[src/rtl/reg_unlock_pkg.sv]
package reg_unlock_pkg;

    localparam int WORD_W   = 32;
    localparam int FIELD_W  = WORD_W - 1;
    localparam int LOCK_POS = WORD_W - 1;

    localparam logic [WORD_W-1:0] KEY_FIRST  = 32'h4567_0123;
    localparam logic [WORD_W-1:0] KEY_SECOND = 32'hCDEF_89AB;

    typedef enum logic [1:0] {
        GS_CLOSED = 2'd0,
        GS_HALF   = 2'd1,
        GS_OPEN   = 2'd2,
        GS_BARRED = 2'd3
    } guard_state_e;

    typedef struct packed {
        logic key_wr;
        logic ctrl_wr;
        logic ctrl_rd;
    } bus_dec_t;

    typedef struct packed {
        guard_state_e nxt;
        logic         bad;
    } key_step_t;

    function automatic logic state_is_open(guard_state_e s);
        return s == GS_OPEN;
    endfunction

    // Outcome of one key-register write in a given state.
    function automatic key_step_t key_step(guard_state_e s, logic [WORD_W-1:0] w);
        key_step_t r;
        r.nxt = s;
        r.bad = 1'b0;
        case (s)
            GS_CLOSED: begin
                if (w == KEY_FIRST) r.nxt = GS_HALF;
                else begin r.nxt = GS_BARRED; r.bad = 1'b1; end
            end
            GS_HALF: begin
                if (w == KEY_SECOND) r.nxt = GS_OPEN;
                else begin r.nxt = GS_BARRED; r.bad = 1'b1; end
            end
            GS_OPEN: begin
                r.nxt = GS_BARRED;
                r.bad = 1'b1;
            end
            default: begin
                r.nxt = GS_BARRED;
                r.bad = 1'b0;
            end
        endcase
        return r;
    endfunction

endpackage

[src/rtl/reg_unlock_decode.sv]
module reg_unlock_decode
    import reg_unlock_pkg::*;
#(
    parameter int ADDR_W   = 4,
    parameter int KEY_OFS  = 0,
    parameter int CTRL_OFS = 1
) (
    input  logic              req,
    input  logic              we,
    input  logic [ADDR_W-1:0] addr,
    input  logic              busy,
    output bus_dec_t          dec,
    output logic              ready,
    output logic              ctrl_go
);

    localparam logic [ADDR_W-1:0] KEY_ADDR  = ADDR_W'(KEY_OFS);
    localparam logic [ADDR_W-1:0] CTRL_ADDR = ADDR_W'(CTRL_OFS);

    logic hit_key, hit_ctrl;

    always_comb begin
        hit_key     = req && (addr == KEY_ADDR);
        hit_ctrl    = req && (addr == CTRL_ADDR);
        dec.key_wr  = hit_key && we;
        dec.ctrl_wr = hit_ctrl && we;
        dec.ctrl_rd = hit_ctrl && !we;
        // only control writes wait on the controller
        ready       = !(dec.ctrl_wr && busy);
        ctrl_go     = dec.ctrl_wr && !busy;
    end

endmodule

[src/rtl/reg_unlock_keyseq.sv]
module reg_unlock_keyseq
    import reg_unlock_pkg::*;
(
    input  logic              clk,
    input  logic              rst,
    input  logic              key_wr,
    input  logic [WORD_W-1:0] wdata,
    input  logic              relock,
    output guard_state_e      state,
    output logic              bad_key
);

    key_step_t    step;
    guard_state_e state_nxt;

    always_comb begin
        step      = key_step(state, wdata);
        state_nxt = state;
        bad_key   = 1'b0;
        if (key_wr) begin
            state_nxt = step.nxt;
            bad_key   = step.bad;
        end else if (relock && state == GS_OPEN) begin
            state_nxt = GS_CLOSED;
        end
    end

    always_ff @(posedge clk) begin
        if (rst) state <= GS_CLOSED;
        else     state <= state_nxt;
    end

endmodule

[src/rtl/reg_unlock_ctrl.sv]
module reg_unlock_ctrl
    import reg_unlock_pkg::*;
(
    input  logic               clk,
    input  logic               rst,
    input  logic               go,
    input  logic               open,
    input  logic [WORD_W-1:0]  wdata,
    output logic [FIELD_W-1:0] fields,
    output logic               relock
);

    logic take;

    always_comb begin
        take   = go && open;
        relock = take && wdata[LOCK_POS];
    end

    always_ff @(posedge clk) begin
        if (rst)       fields <= '0;
        else if (take) fields <= wdata[FIELD_W-1:0];
    end

endmodule

[src/rtl/reg_unlock_guard.sv]
module reg_unlock_guard
    import reg_unlock_pkg::*;
#(
    parameter int ADDR_W   = 4,
    parameter int KEY_OFS  = 0,
    parameter int CTRL_OFS = 1
) (
    input  logic               clk,
    input  logic               rst,
    input  logic               bus_req,
    input  logic               bus_we,
    input  logic [ADDR_W-1:0]  bus_addr,
    input  logic [WORD_W-1:0]  bus_wdata,
    output logic [WORD_W-1:0]  bus_rdata,
    output logic               bus_ready,
    output logic               bus_err,
    input  logic               busy,
    output logic               unlocked,
    output logic               fault_irq,
    output logic [FIELD_W-1:0] ctrl_fields
);

    bus_dec_t     dec;
    logic         ctrl_go;
    logic         relock;
    guard_state_e gstate;
    logic         is_open;

    reg_unlock_decode #(
        .ADDR_W  (ADDR_W),
        .KEY_OFS (KEY_OFS),
        .CTRL_OFS(CTRL_OFS)
    ) u_decode (
        .req    (bus_req),
        .we     (bus_we),
        .addr   (bus_addr),
        .busy   (busy),
        .dec    (dec),
        .ready  (bus_ready),
        .ctrl_go(ctrl_go)
    );

    reg_unlock_keyseq u_keyseq (
        .clk    (clk),
        .rst    (rst),
        .key_wr (dec.key_wr),
        .wdata  (bus_wdata),
        .relock (relock),
        .state  (gstate),
        .bad_key(bus_err)
    );

    always_comb is_open = state_is_open(gstate);

    reg_unlock_ctrl u_ctrl (
        .clk   (clk),
        .rst   (rst),
        .go    (ctrl_go),
        .open  (is_open),
        .wdata (bus_wdata),
        .fields(ctrl_fields),
        .relock(relock)
    );

    always_comb begin
        unlocked  = is_open;
        fault_irq = (gstate == GS_BARRED);
        bus_rdata = '0;
        if (dec.ctrl_rd) bus_rdata = {!is_open, ctrl_fields};
    end

endmodule

[config.mk]
export PLATFORM = sky130hd
export DESIGN_NAME = reg_unlock_guard
export DESIGN_NICKNAME = d
export VERILOG_FILES = /design/src/rtl/reg_unlock_pkg.sv /design/src/rtl/reg_unlock_decode.sv /design/src/rtl/reg_unlock_keyseq.sv /design/src/rtl/reg_unlock_ctrl.sv /design/src/rtl/reg_unlock_guard.sv
export SDC_FILE = /design/constraint.sdc
export NUM_CORES = 1
export LEC_CHECK = 0
export ABC_AREA = 1
export BUFFER_PORTS_ARGS = -buffer_cell sky130_fd_sc_hd__buf_4
export CAP_MARGIN = 10
export CORE_MARGIN = 5
export CORE_UTILIZATION = 27
export CTS_CLUSTER_DIAMETER = 80
export CTS_CLUSTER_SIZE = 40
export DETAILED_ROUTE_END_ITERATION = 8
export GPL_ROUTABILITY_DRIVEN = 0
export PLACE_DENSITY = 0.64
export SYNTH_ARGS = -nofsm -noshare
export SYNTH_HDL_FRONTEND = slang
export SYNTH_SLANG_ARGS = --single-unit
[constraint.sdc]
create_clock -name clk -period 2.3 [get_ports clk]
set_input_delay 0.23 -clock clk [delete_from_list [all_inputs] [get_ports clk]]
set_output_delay 0.23 -clock clk [all_outputs]
set_load 0.05 [all_outputs]
==> impl_metrics.csv, run 1 <==
group,metric,value,unit
place,hpwlAfterDp,4730,µm
floorplanning,die_area,9110,µm²
cells_and_area,insertedDiodeCount,0,
floorplanning,io_pins,108,
clock_network,clk_transition_reported_paths,0.07,ns
clock_network,clock-sinks,33,
critical_path,reg2reg_to,"u_ctrl.fields[3]",
synth,ys_seq_elements,33,
clock_network,cts_resized,0,
timing,timing.fmax,548,MHz
critical_path,startpoint,"u_keyseq.state[0]",
clock_network,cts_root_buffer,"clkbuf_8",
critical_path,critPathLaunchType,"register",
worst_hold_path,whs_endpoint,"u_ctrl.fields[9]",
cells_and_area,nets,428,
critical_path,rr_worst_depth,8,
cells_and_area,syn_to_final_growth,50.2,%
timing,period_minus_slack,1.83,ns
clock_network,post-cts-setup-buffer-count,0,
synth,syn-num-nets,325,
synth,yosysSeqAreaShare,0.335,
synth,synthesis.area,1970,µm²
synth,synthArstFlopShare,0,
clock_network,numCtsBuffers,5,
worst_hold_path,hp-class,"input port to register",
critical_path,r2r_slack,0.47,ns
routing,drc,0,
cells_and_area,utilization,0.412,
synth,synthFlopType,"dfxtp_1",
grt,use_met3,0.0355,
grt,grt_pass1_vias,1953,
timing,hold_viol,0,
timing,worst_slew_pin_slew,0.539,ns
place,numPortBuffers,107,
synth,synth.avg_cell_area,7.04,µm²
clock_network,cts.path.max_buffers,2,
timing,setup_tns,0,ns
cells_and_area,post_route_cells_drive_above_1_share,0.398,
grt,grt_util_met2,0.226,
clock_network,cts_hold_buf,0,
run,max-cap-violations,0,
worst_hold_path,hp-start,"bus_wdata[9]",
grt,grt_usage,0.126,
grt,grt_overflow_total,0,
cells_and_area,layout.cells.non_filler,483,
timing,rsz0062_at_grt,"no",
floorplanning,core-area,7180,µm²
routing,ant_nets,0,
pwr,power.density,427,nW/µm²
routing,firstDrtPassIters,4,
synth,ys_top_cells_by_area,"dfxtp_1 (34%), a211oi_2 (20%), nor2_1 (17%)",
synth,yosysMostFrequentCell,"nor2_1",
pwr,ir_drop,0.000214,V
timing,setup_ws,0.474,ns
grt,grt_pass1_wl,9020,µm
place,post-place-ws,0.485,ns
timing,fin_skew,0.0107,ns
timing,slew-limit-headroom,0.641,
timing,setup_viol,0,
routing,vias_per_cell,4.14,
routing,routedWlPerCell,12.3,µm
synth,syn_inst,280,
grt,grt_start_max_net_pins,34,
synth,synth_common_cells,"nor2_1 (87), inv_1 (50), nand2_1 (45)",
routing,via_count,2000,
place,dp.cells,475,
status,status,"completed",
grt,busiest_layer,"met2",
timing,drv_slew,0,
critical_path,r2r_start,"u_keyseq.state[0]",
routing,drt_iter0_drc,76,
clock_network,worstSkewPairLatency,0.28,ns
grt,antenna_found_initial,0,
pwr,p_leak,1.33,nW
clock_network,tritoncts,"built",
critical_path,path_class,"register to register",
synth,synth.top_cell.area_share,0.335,
clock_network,htree_levels,2,
worst_hold_path,hold_depth,3,
critical_path,critPathArrivalTime,1.97,ns
floorplanning,die_w,95.4,µm
floorplanning,rows,31,
critical_path,crit_fanout,32,
critical_path,worstPathRequired,2.44,ns
floorplanning,start_util,0.275,
synth,yosys_warnings,0,
floorplanning,die_h,95.4,µm
timing,period_share,0.794,
grt,grt_use_met1,0.151,
critical_path,cp-end-kind,"register",
routing,routed_wl,5930,µm
pwr,power,1.26,mW
synth,synth_area_leader_cell,"dfxtp_1",
synth,yosysUniqueCellTypes,20,
synth,synth_edf_count,0,
==> flip-flops by register name, indices dropped and copies added (netlist names) <==
signal / count
u_ctrl.fields: 31
u_keyseq.state: 2
==> where the power goes <==
part	total [mW]	switching (mW)	internal (mW)
clock	0.569	0.216	0.353
sequential	0.572	0.000546	0.572
combinational	0.123	0.0652	0.0582
total	1.26	0.282	0.983
==> critical path: stages (launching register included) <==
cell	delay [ns]
dfxtp_1	0.34
inv_1	0.09
ha_1	0.20
inv_1	0.09
nor2_1	0.21
nand2_4	0.28
buf_12	0.28
nor2_1	0.14
a211oi_2	0.05
==> metrics by stage <==
stage	area, µm²	hold slack [ns]
finish	2960	0.236
global route	2960	0.235
CTS	2960	0.231
detailed placement	2840	0.485
global placement	2840	0.484
floorplan	1970	0.420
==> kinds of logic after synthesis <==
| logic type | after synthesis | share of synthesized area |
|---|---|---|
| buffers and inverters | 64 | 0.139 |
| adders and majority gates | 4 | 0.0254 |
| AOI/OAI and AO/OA | 33 | 0.202 |
| and+or+nand+nor | 146 | 0.298 |
| DFF | 33 | 0.335 |
==> cell usage in the layout, fill, tap and decap left out, types with 2 or more instances in the layout <==
cell type,instances
nand2_1,45
a21oi_1,2
clkbuf_8,6
buf_4,108
nand3_1,4
nor3_1,3
inv_1,50
a211oi_2,31
ha_1,4
nand4_1,2
nor2_1,87
nor2_2,2
dfxtp_1,33
==> layout make-up <==
class | instances | area, µm²
sequential | 33 | 661
clock inverter | 1 | 30.0
fill | 785 | 4220
inverter | 51 | 191
tap | 99 | 124
multi-input combinational | 183 | 1040
timing repair buffer | 109 | 831
clock buffer | 7 | 86.3
==> layer usage <==
layer,vias up,part of all wire
met5,-,0
met4,0,0.0078
met3,5,0.064
met2,59,0.50
met1,875,0.43
li1,1061,-
==> worst max path at each step <==
| stage | to |
|---|---|
| after floorplan | u_ctrl.fields[10] |
| after CTS | u_ctrl.fields[3] |
| after global placement | u_ctrl.fields[2] |
| after global routing | u_ctrl.fields[3] |
| after detailed placement | u_ctrl.fields[2] |
| final | u_ctrl.fields[3] |
Power figures use the tool's default switching activity.
==> inputs of run 2 (changes only) <==
==> constraint.sdc (replaced) <==
create_clock -name clk -period 1.75 [get_ports clk]
set_input_delay 0.175 -clock clk [delete_from_list [all_inputs] [get_ports clk]]
set_output_delay 0.175 -clock clk [all_outputs]
set_load 0.05 [all_outputs]
==> impl_metrics.csv, run 2 (synthesis results as in run 1) <==
group,metric,value,unit
status,status,"completed",
timing,period_share,0.902,
clock_network,cts_root_buffer,"clkbuf_8",
clock_network,tritoncts,"built",
cells_and_area,post_route_cells_drive_above_1_share,0.404,
routing,ant_nets,0,
clock_network,cts.path.max_buffers,2,
critical_path,critPathLaunchType,"register",
floorplanning,die_w,95.4,µm
cells_and_area,largest-register,"u_ctrl.fields",
floorplanning,io_pins,108,
routing,via_count,2019,
cells_and_area,insertedDiodeCount,0,
critical_path,rr_worst_depth,8,
timing,hold_viol,0,
timing,drv_slew,0,
critical_path,cp-end-kind,"primary output",
cells_and_area,nets,430,
critical_path,r2r_slack,0.19,ns
run,max-cap-violations,0,
grt,grt_overflow_total,0,
timing,setup_viol,0,
pwr,p_leak,1.32,nW
routing,drt_iter0_drc,61,
cells_and_area,layout_commonest_cell,"buf_4",
floorplanning,start_util,0.275,
floorplanning,die_h,95.4,µm
timing,rsz0062_at_grt,"no",
grt,grt_pass1_wl,9160,µm
timing,slew-limit-headroom,0.634,
cells_and_area,largest_reg_flops,31,
clock_network,clk_transition_reported_paths,0.07,ns
floorplanning,die_area,9110,µm²
cells_and_area,layout_common_cells,"buf_4 (110), nor2_1 (87), inv_1 (50)",
clock_network,cts_hold_buf,0,
routing,firstDrtPassIters,4,
critical_path,cp_cell_sequence,"inv_1, ha_1, nand2_1, nand3_1, nand2_1, inv_1, buf_4",
critical_path,crit_fanout,4,
critical_path,cp_top_family,"flip-flops",
floorplanning,rows,31,
timing,setup_tns,0,ns
place,hpwlAfterDp,4700,µm
clock_network,cts_resized,0,
routing,routedWlPerCell,11.8,µm
timing,worst_slew_pin_slew,0.548,ns
cells_and_area,syn_to_final_growth,48.9,%
pwr,p_seq_frac,0.521,
worst_hold_path,hp-class,"input port to register",
clock_network,numCtsBuffers,5,
critical_path,reg2reg_to,"u_ctrl.fields[2]",
critical_path,r2r_start,"u_keyseq.state[0]",
routing,routed_wl,5710,µm
critical_path,crit_path_max_incr_delay,0.38,ns
cells_and_area,largestRegisters,"u_ctrl.fields x31, u_keyseq.state x2",
critical_path,worstPathRequired,1.57,ns
place,numPortBuffers,107,
cells_and_area,utilization,0.409,
clock_network,htree_levels,2,
timing,fin_skew,0.00262,ns
pwr,power.density,492,nW/µm²
routing,vias_per_cell,4.18,
pwr,ir_drop,0.000214,V
routing,drc,0,
pwr,p_sw_frac,0.245,
grt,grt_start_max_net_pins,38,
critical_path,critPathBufInv,3,
worst_hold_path,hold_depth,3,
pwr,p_int,1.09,mW
critical_path,critPathArrivalTime,1.40,ns
grt,grt_pass1_vias,1952,
worst_hold_path,whs_endpoint,"u_ctrl.fields[12]",
critical_path,crit_path_top_delay_cell,"dfxtp_1",
grt,antenna_found_initial,0,
clock_network,worstSkewPairLatency,0.28,ns
grt,grt_usage,0.127,
floorplanning,core-area,7180,µm²
worst_hold_path,hp-start,"bus_wdata[12]",
pwr,power.switching,0.354,mW
timing,period_minus_slack,1.58,ns
pwr,p_clk_frac,0.366,
pwr,combinationalPowerShare,0.113,
timing,timing.fmax,634,MHz
clock_network,clock-sinks,33,
critical_path,path_class,"register to primary output",
clock_network,post-cts-setup-buffer-count,0,
[run 2: cell type report]
type	instances	area [µm²]
Multi-Input combinational cell	183	1040
Clock buffer	5	68.8
Sequential cell	33	661
Timing Repair Buffer	111	846
Clock inverter	1	5.00
Fill cell	752	4240
Tap cell	99	124
Inverter	51	191
[run 2: worst max-delay path by stage]
stage | startpoint | to | slack [ns] | cells past startpoint
after floorplan | u_keyseq.state[0] | u_ctrl.fields[10] | 0.11 | 8
after global placement | u_keyseq.state[0] | u_ctrl.fields[11] | 0.27 | 8
after detailed placement | u_keyseq.state[0] | u_ctrl.fields[3] | 0.19 | 8
after CTS | u_keyseq.state[0] | bus_err | 0.16 | 7
after global routing | u_keyseq.state[0] | u_ctrl.fields[2] | 0.04 | 8
final | u_keyseq.state[0] | bus_err | 0.17 | 7
[run 2: layer usage]
layer | part of all wire | wire [µm] | vias to the layer above | global-route usage
li1 | - | - | 1064 | -
met1 | 0.41 | 2340 | 891 | 0.148
met2 | 0.51 | 2900 | 58 | 0.226
met3 | 0.073 | 415 | 6 | 0.0379
met4 | 0.0093 | 53 | 0 | 0.0320
met5 | 0 | 0 | - | 0
[run 2: worst min-delay path, cell delays in order]
cell and delay [ns]:
buf_4 0.08, nor2_1 0.04, a211oi_2 0.12
[run 2: per-stage QoR]
stage | cell area, µm² | hold slack [ns] | power [mW] | setup WS (ns) | std cells
6_report | 2930 | 0.185 | 1.44 | 0.172 | 483
5_1_grt | 2930 | 0.187 | 1.53 | 0.0397 | 483
4_1_cts | 2930 | 0.176 | 1.48 | 0.156 | 483
3_5_place_dp | 2860 | 0.473 | 0.933 | 0.187 | 477
3_3_place_gp | 2860 | 0.465 | 0.932 | 0.270 | 477
2_1_floorplan | 1970 | 0.365 | 0.830 | 0.114 | 280
[run 2: power groups by stage]
stage / clock network [mW] / logic (mW) / registers, mW
2_1_floorplan: 0 / 0.0604 / 0.770
3_3_place_gp: 0 / 0.163 / 0.769
3_5_place_dp: 0 / 0.164 / 0.769
4_1_cts: 0.560 / 0.164 / 0.752
5_1_grt: 0.594 / 0.182 / 0.752
6_report: 0.529 / 0.163 / 0.752
